$ cat src/rtl/irregular_seq_pkg.sv
package irregular_seq_pkg;
  localparam int CODE_W = 3;
  localparam int BIT_C  = 2;
  localparam int BIT_B  = 1;
  localparam int BIT_A  = 0;
  typedef logic [CODE_W-1:0] code_t;
  localparam code_t LOOP_S0 = 3'b000;
  localparam code_t LOOP_S1 = 3'b100;
  localparam code_t LOOP_S2 = 3'b111;
  localparam code_t LOOP_S3 = 3'b010;
  localparam code_t LOOP_S4 = 3'b011;
  localparam code_t SPARE_X = 3'b001;
  localparam code_t SPARE_Y = 3'b101;
  localparam code_t SPARE_Z = 3'b110;
  localparam code_t RESET_CODE = LOOP_S0;
endpackage

$ cat src/rtl/seq_toggle_logic.sv
module seq_toggle_logic
  import irregular_seq_pkg::*;
(
  input  code_t cur,
  output code_t tgl
);
  logic c, b, a;
  assign c = cur[BIT_C];
  assign b = cur[BIT_B];
  assign a = cur[BIT_A];

  // Per-bit flip conditions for the five-state loop
  always_comb begin
    tgl         = '0;
    tgl[BIT_C]  = (~c & ~b) | (c & b);
    tgl[BIT_B]  = (~c & a) | (c & ~b);
    tgl[BIT_A]  = c | b;
  end
endmodule

$ cat src/rtl/seq_toggle_bank.sv
module seq_toggle_bank
  import irregular_seq_pkg::*;
#(
  parameter code_t PWRUP_CODE = RESET_CODE
) (
  input  logic  clk,
  input  logic  rst,
  input  code_t tgl,
  output code_t q
);
  for (genvar i = 0; i < CODE_W; i++) begin : g_bit
    logic bit_q = PWRUP_CODE[i];
    always_ff @(posedge clk) begin
      if (rst)         bit_q <= RESET_CODE[i];
      else if (tgl[i]) bit_q <= ~bit_q;
    end
    assign q[i] = bit_q;
  end
endmodule

$ cat src/rtl/seq_off_detect.sv
module seq_off_detect
  import irregular_seq_pkg::*;
(
  input  code_t cur,
  output logic  off
);
  always_comb begin
    unique case (cur)
      SPARE_X, SPARE_Y, SPARE_Z: off = 1'b1;
      default:                   off = 1'b0;
    endcase
  end
endmodule

$ cat src/rtl/irregular_seq_counter.sv
module irregular_seq_counter
  import irregular_seq_pkg::*;
#(
  parameter code_t PWRUP_CODE = RESET_CODE
) (
  input  logic       clk,
  input  logic       rst,
  output logic [2:0] count_q,
  output logic       off_cycle
);
  code_t state, flips;

  seq_toggle_logic u_tlogic (
    .cur (state),
    .tgl (flips)
  );

  seq_toggle_bank #(.PWRUP_CODE(PWRUP_CODE)) u_bank (
    .clk (clk),
    .rst (rst),
    .tgl (flips),
    .q   (state)
  );

  seq_off_detect u_odet (
    .cur (state),
    .off (off_cycle)
  );

  assign count_q = state;

  assert_reset_zero_R1: assert property (@(posedge clk) rst |=> count_q == RESET_CODE);
  assert_step_s0_R2: assert property (@(posedge clk) disable iff (rst)
    count_q == LOOP_S0 |=> count_q == LOOP_S1);
  assert_step_s1_R3: assert property (@(posedge clk) disable iff (rst)
    count_q == LOOP_S1 |=> count_q == LOOP_S2);
  assert_step_s2_R4: assert property (@(posedge clk) disable iff (rst)
    count_q == LOOP_S2 |=> count_q == LOOP_S3);
  assert_step_s3_R5: assert property (@(posedge clk) disable iff (rst)
    count_q == LOOP_S3 |=> count_q == LOOP_S4);
  assert_step_s4_R6: assert property (@(posedge clk) disable iff (rst)
    count_q == LOOP_S4 |=> count_q == LOOP_S0);
  assert_spare_x_R7: assert property (@(posedge clk) disable iff (rst)
    count_q == SPARE_X |=> count_q == LOOP_S2);
  assert_spare_z_R8: assert property (@(posedge clk) disable iff (rst)
    count_q == SPARE_Z |=> count_q == LOOP_S4);
  assert_spare_y_R9: assert property (@(posedge clk) disable iff (rst)
    count_q == SPARE_Y |=> count_q == SPARE_Z);
  assert_flag_loop_R10: assert property (@(posedge clk)
    (count_q == LOOP_S0 || count_q == LOOP_S2) |-> !off_cycle);
  assert_recover_R11: assert property (@(posedge clk) disable iff (rst)
    off_cycle |=> (!off_cycle || count_q == SPARE_Z));
endmodule

$ cat config.mk
export PLATFORM = sky130hd
export DESIGN_NAME = irregular_seq_counter
export DESIGN_NICKNAME = d
export VERILOG_FILES = /design/src/rtl/irregular_seq_pkg.sv /design/src/rtl/seq_toggle_logic.sv /design/src/rtl/seq_toggle_bank.sv /design/src/rtl/seq_off_detect.sv /design/src/rtl/irregular_seq_counter.sv
export SDC_FILE = /design/constraint.sdc
export NUM_CORES = 1
export LEC_CHECK = 0
export ABC_CLOCK_PERIOD_IN_PS = 1400
export BUFFER_PORTS_ARGS = -buffer_cell sky130_fd_sc_hd__buf_4
export CORE_AREA = 4 4 41 43
export CTS_BUF_LIST = sky130_fd_sc_hd__clkbuf_4 sky130_fd_sc_hd__clkbuf_8
export CTS_CLUSTER_DIAMETER = 200
export CTS_CLUSTER_SIZE = 24
export DETAILED_ROUTE_END_ITERATION = 10
export DIE_AREA = 0 0 45 47
export PLACE_DENSITY = 0.34
export SYNTH_ARGS = -nofsm -noshare
export SYNTH_HDL_FRONTEND = slang
export SYNTH_SLANG_ARGS = --single-unit
$ cat constraint.sdc
create_clock -name clk -period 1.4 [get_ports clk]
set_input_delay 0.21 -clock clk [delete_from_list [all_inputs] [get_ports clk]]
set_output_delay 0.21 -clock clk [all_outputs]
set_load 0.03 [all_outputs]
---- Yosys cells after proc, flatten, opt, wreduce, memory -nomap -nowiden ----
Cells that the tools add are included.
storage, ports and cells
  output and inout bits ................... 4
  logic and storage cells ................. 18
  bits of input ports ..................... 2
  register bits ........................... 3
operators by class
  reductions and logical operators ........ 1
  bitwise gates (word level) .............. 10
  multiplexer cells ....................... 1
  eq/ne operators ......................... 3
operator list
  cell                                                                   number
  3-bit equality test, second input constant                             2
  1-bit bitwise AND                                                      4
  3-bit by 1-bit equality test with 1-bit output, second input constant  1
  1-bit NOT                                                              3
  1-bit bitwise OR                                                       3
  3-bit OR reduction                                                     1
  1-bit 2-to-1 mux                                                       1

---- Depth between registers and ports, before layout ----
  word-level depth ........................ 3
  depth in mapped cells ................... 4
  gate-level depth less buffers ........... 4

---- Hierarchy ----
From an unflattened synthesis, not the netlist that was laid out.
unflattened totals
  cells, all modules ...................... 20
  area total of the unflattened synthesis .. 176.4 µm²
by module, submodules not included
  module            area each (µm²)  cells each  times used  sequential area each (µm²)
  seq_toggle_bank   120.1            12          1           60.1
  seq_toggle_logic  42.5             6           1           0.0
  seq_off_detect    13.8             2           1           0.0

---- Worst setup path before layout ----
Ideal clock, no wire load.
  path type ............................... reg-to-output
  start point ............................. reg u_bank.g_bit[0].bit_q
  end point ............................... out off_cycle
  arrival time ............................ 1106 ps
  required time ........................... 1190 ps
  buffers on the path ..................... 0
  cell stages (with the launch flop) ...... 3
  path slack .............................. 84 ps
  cell sequence ........................... dfxtp_1 > inv_1 > o21ai_0
between the ends
  cells in the longest elaborated chain, start to end .. 3
  elaborated cells between the ends (all ways) .. 5
  those cells by class .................... eq/ne: 3; mux: 1; reduce/logical: 1
ends and longest elaborated chain
  what                                                                                          line                        source
  start, declared                                                                               seq_toggle_bank.sv:12       logic bit_q = PWRUP_CODE[i];
  start signal, assigned                                                                        seq_toggle_bank.sv:14       if (rst) bit_q <= RESET_CODE[i];
  start signal, assigned                                                                        seq_toggle_bank.sv:15       else if (tgl[i]) bit_q <= ~bit_q;
  3-bit by 1-bit equality test with 1-bit output / 3-bit equality test (equally long branches)  seq_off_detect.sv:8         unique case (cur)
  3-bit OR reduction (*)                                                                        seq_off_detect.sv:8
  1-bit 2-to-1 mux (*)                                                                          seq_off_detect.sv:8
  end, declared                                                                                 irregular_seq_counter.sv:9  output logic off_cycle
Mark *: on every way between the ends. The rest lies on a longest branch, timed or not.

---- Worst setup path in the final report ----
Same ends and word-level chain as after synthesis.

==> flow_summary.yaml <==
clock_tree:
  clkTransAtPathRegs_ns: 0.04
  clk_latency_ns: 0.24
  cts_buffers: 3
  h-tree-depth: 1
  clockRootBuffer: "clkbuf_4"
  cts_resized: 0
  cts_tree: "built"
  cts_max_path_buffers: 2
  clkSinkCount: 3
  cts_setup_buffers: 0
  hold_buffers: 0
global_routing:
  overflow: 0
  grt_max_degree: 6
  track_usage_pct: 4.50
  antenna_found_initial: 0
  grt_pass1_wl_um: 579
  grt_pass1_vias: 143
sta:
  rsz0062_at_grt: "no"
  worst_pin_slew_ns: 0.181
  finalSetupViolCount: 0
  period_share_pct: 89.2
  slew_headroom_pct: 87.9
  skew_ns: 0.00331
  hold_violations: 0
  tns_ns: 0
  fmax_ghz: 0.800
  finalMaxSlewViolations: 0
  fin_crit_ns: 1.25
final_layout:
  insertedDiodeCount: 0
  largest_reg_flops: 3
  largest_registers: "u_bank.g_bit.bit_q (3)"
  areaGrowthSynthToFinish_pct: 40.5
  largest_register: "u_bank.g_bit.bit_q"
  nets: 28
  drive_above_1_share_pct: 37.5
  fill_cells: 154
route:
  wl_um: 312
  dr.pass1.iters: 2
  avgViaCountPerCell: 3.31
  detail-route-antenna-nets: 0
  via_count: 129
  drcViolationCount: 0
  routedWlPerCell_um: 8.00
  drtIter0Drc: 2
synth:
  yosys_warnings: 0
  syn-cell-area_um2: 158
  synth_compound_area_share_pct: 6.35
  synth-simple-area-share_pct: 9.52
  synthAdderAreaFrac_pct: 7.94
  ys_ff_latch: 3
  synth_xor_area_share_pct: 16.7
  syn_avg_cell_area_um2: 8.76
  seq_area_frac_synth_pct: 38.1
  synth_top_family_by_area: "buffers and inverters"
  synthMuxAreaShare_pct: 0
  postSynthCellCount: 18
  synth_cell_types: 10
  synth_nets: 21
setup_path:
  critical_path_arrival_ns: 1.04
  path_class: "reg -> out"
  critPathLaunchType: "register"
  crit_start: "u_bank.g_bit[0].bit_q$_SDFFE_PP0P_"
  critPathCaptureType: "output port"
  worstReg2RegEnd: "u_bank.g_bit[2].bit_q$_SDFFE_PP0P_"
  regToRegSetupSlack_ns: 0.32
  required_ns: 1.19
  reg2reg_from: "u_bank.g_bit[2].bit_q$_SDFFE_PP0P_"
  endpoint: "off_cycle"
  path_max_fanout: 5
  worstRegToRegCells: 4
place:
  gp_congestion: 0.534
  portBuffers: 5
die:
  ioPinCount: 6
  dieArea_mm2: 0.00212
  core-area_mm2: 0.00130
  die_h_um: 47
  initial_core_util_pct: 12.1
  rows: 13
  die_x_um: 45
min_path:
  hold_path_class: "in -> reg"
  hp-start: "rst"
run:
  drv_cap: 0
outcome:
  outcome: "finished, final reports clean"
kinds of logic (layout without fill, tap and decap cells):
kind of cell | Yosys count | in the layout
compound gates | 2 | 2
buf+inv | 6 | 12
flops | 3 | 3
fa+ha+maj | 1 | 1
xor+xnor | 3 | 3
simple gates | 3 | 3
worst min path at each step:
stage,to,slack (ns),cells after the start
floorplan,u_bank.g_bit[1].bit_q$_SDFFE_PP0P_,0.28,1
global placement,u_bank.g_bit[1].bit_q$_SDFFE_PP0P_,0.38,2
detailed placement,u_bank.g_bit[1].bit_q$_SDFFE_PP0P_,0.39,2
CTS,u_bank.g_bit[0].bit_q$_SDFFE_PP0P_,0.14,2
global route,u_bank.g_bit[2].bit_q$_SDFFE_PP0P_,0.15,2
finish,u_bank.g_bit[0].bit_q$_SDFFE_PP0P_,0.15,2
through the flow:
stage	cell area [µm²]	setup slack [ns]	hold slack (ns)	utilization, %	std cells
6_report	221	0.151	0.153	17.0	39
5_1_grt	221	0.0398	0.146	17.0	39
4_1_cts	221	0.142	0.144	17.0	39
3_5_place_dp	191	0.328	0.392	14.7	35
3_3_place_gp	191	0.355	0.385	14.7	35
2_1_floorplan	158	0.0843	0.279	-	18
cells in the mapped netlist, drive strengths merged:
cell / n / area [µm²]
a21oi: 1 / 5.00
inv: 3 / 11.3
ha: 1 / 12.5
buf: 3 / 22.5
nor2: 2 / 7.51
xnor2: 1 / 8.76
xor2: 2 / 17.5
dfxtp: 3 / 60.1
nand3b: 1 / 7.51
o21ai: 1 / 5.00
routing by layer:
metal / track usage (%) / vias up / part of all wire (%)
li1: - / 63 / -
met1: 4.08 / 58 / 48
met2: 5.93 / 8 / 38
met3: 3.45 / 0 / 14
met4: 5.26 / 0 / 0
met5: 0 / - / 0
worst max-delay path, stage by stage, from the launching register on:
cell,delay [ns]
dfxtp_1,0.40
inv_1,0.05
o21ai_0,0.16
buf_4,0.19
area by class of cell:
| class | count | area [µm²] | share of cell area (%) |
|---|---|---|---|
| clock buffer | 4 | 30.0 | 13.6 |
| inverter | 3 | 11.3 | 5.08 |
| multi-input combinational | 9 | 63.8 | 28.8 |
| sequential | 3 | 60.1 | 27.1 |
| tap | 15 | 18.8 | 8.47 |
| timing repair buffer | 5 | 37.5 | 16.9 |
layout by cell type (no fill, tap or decap):
master,instances
inv_1,3
nand3b_1,1
xor2_1,2
nor2_1,2
a21oi_1,1
buf_4,5
dfxtp_1,3
ha_1,1
xnor2_1,1
o21ai_0,1
clkbuf_4,4
Power is not shown: default switching activity piles up to over one toggle a cycle in this logic, so the estimate is an artifact.
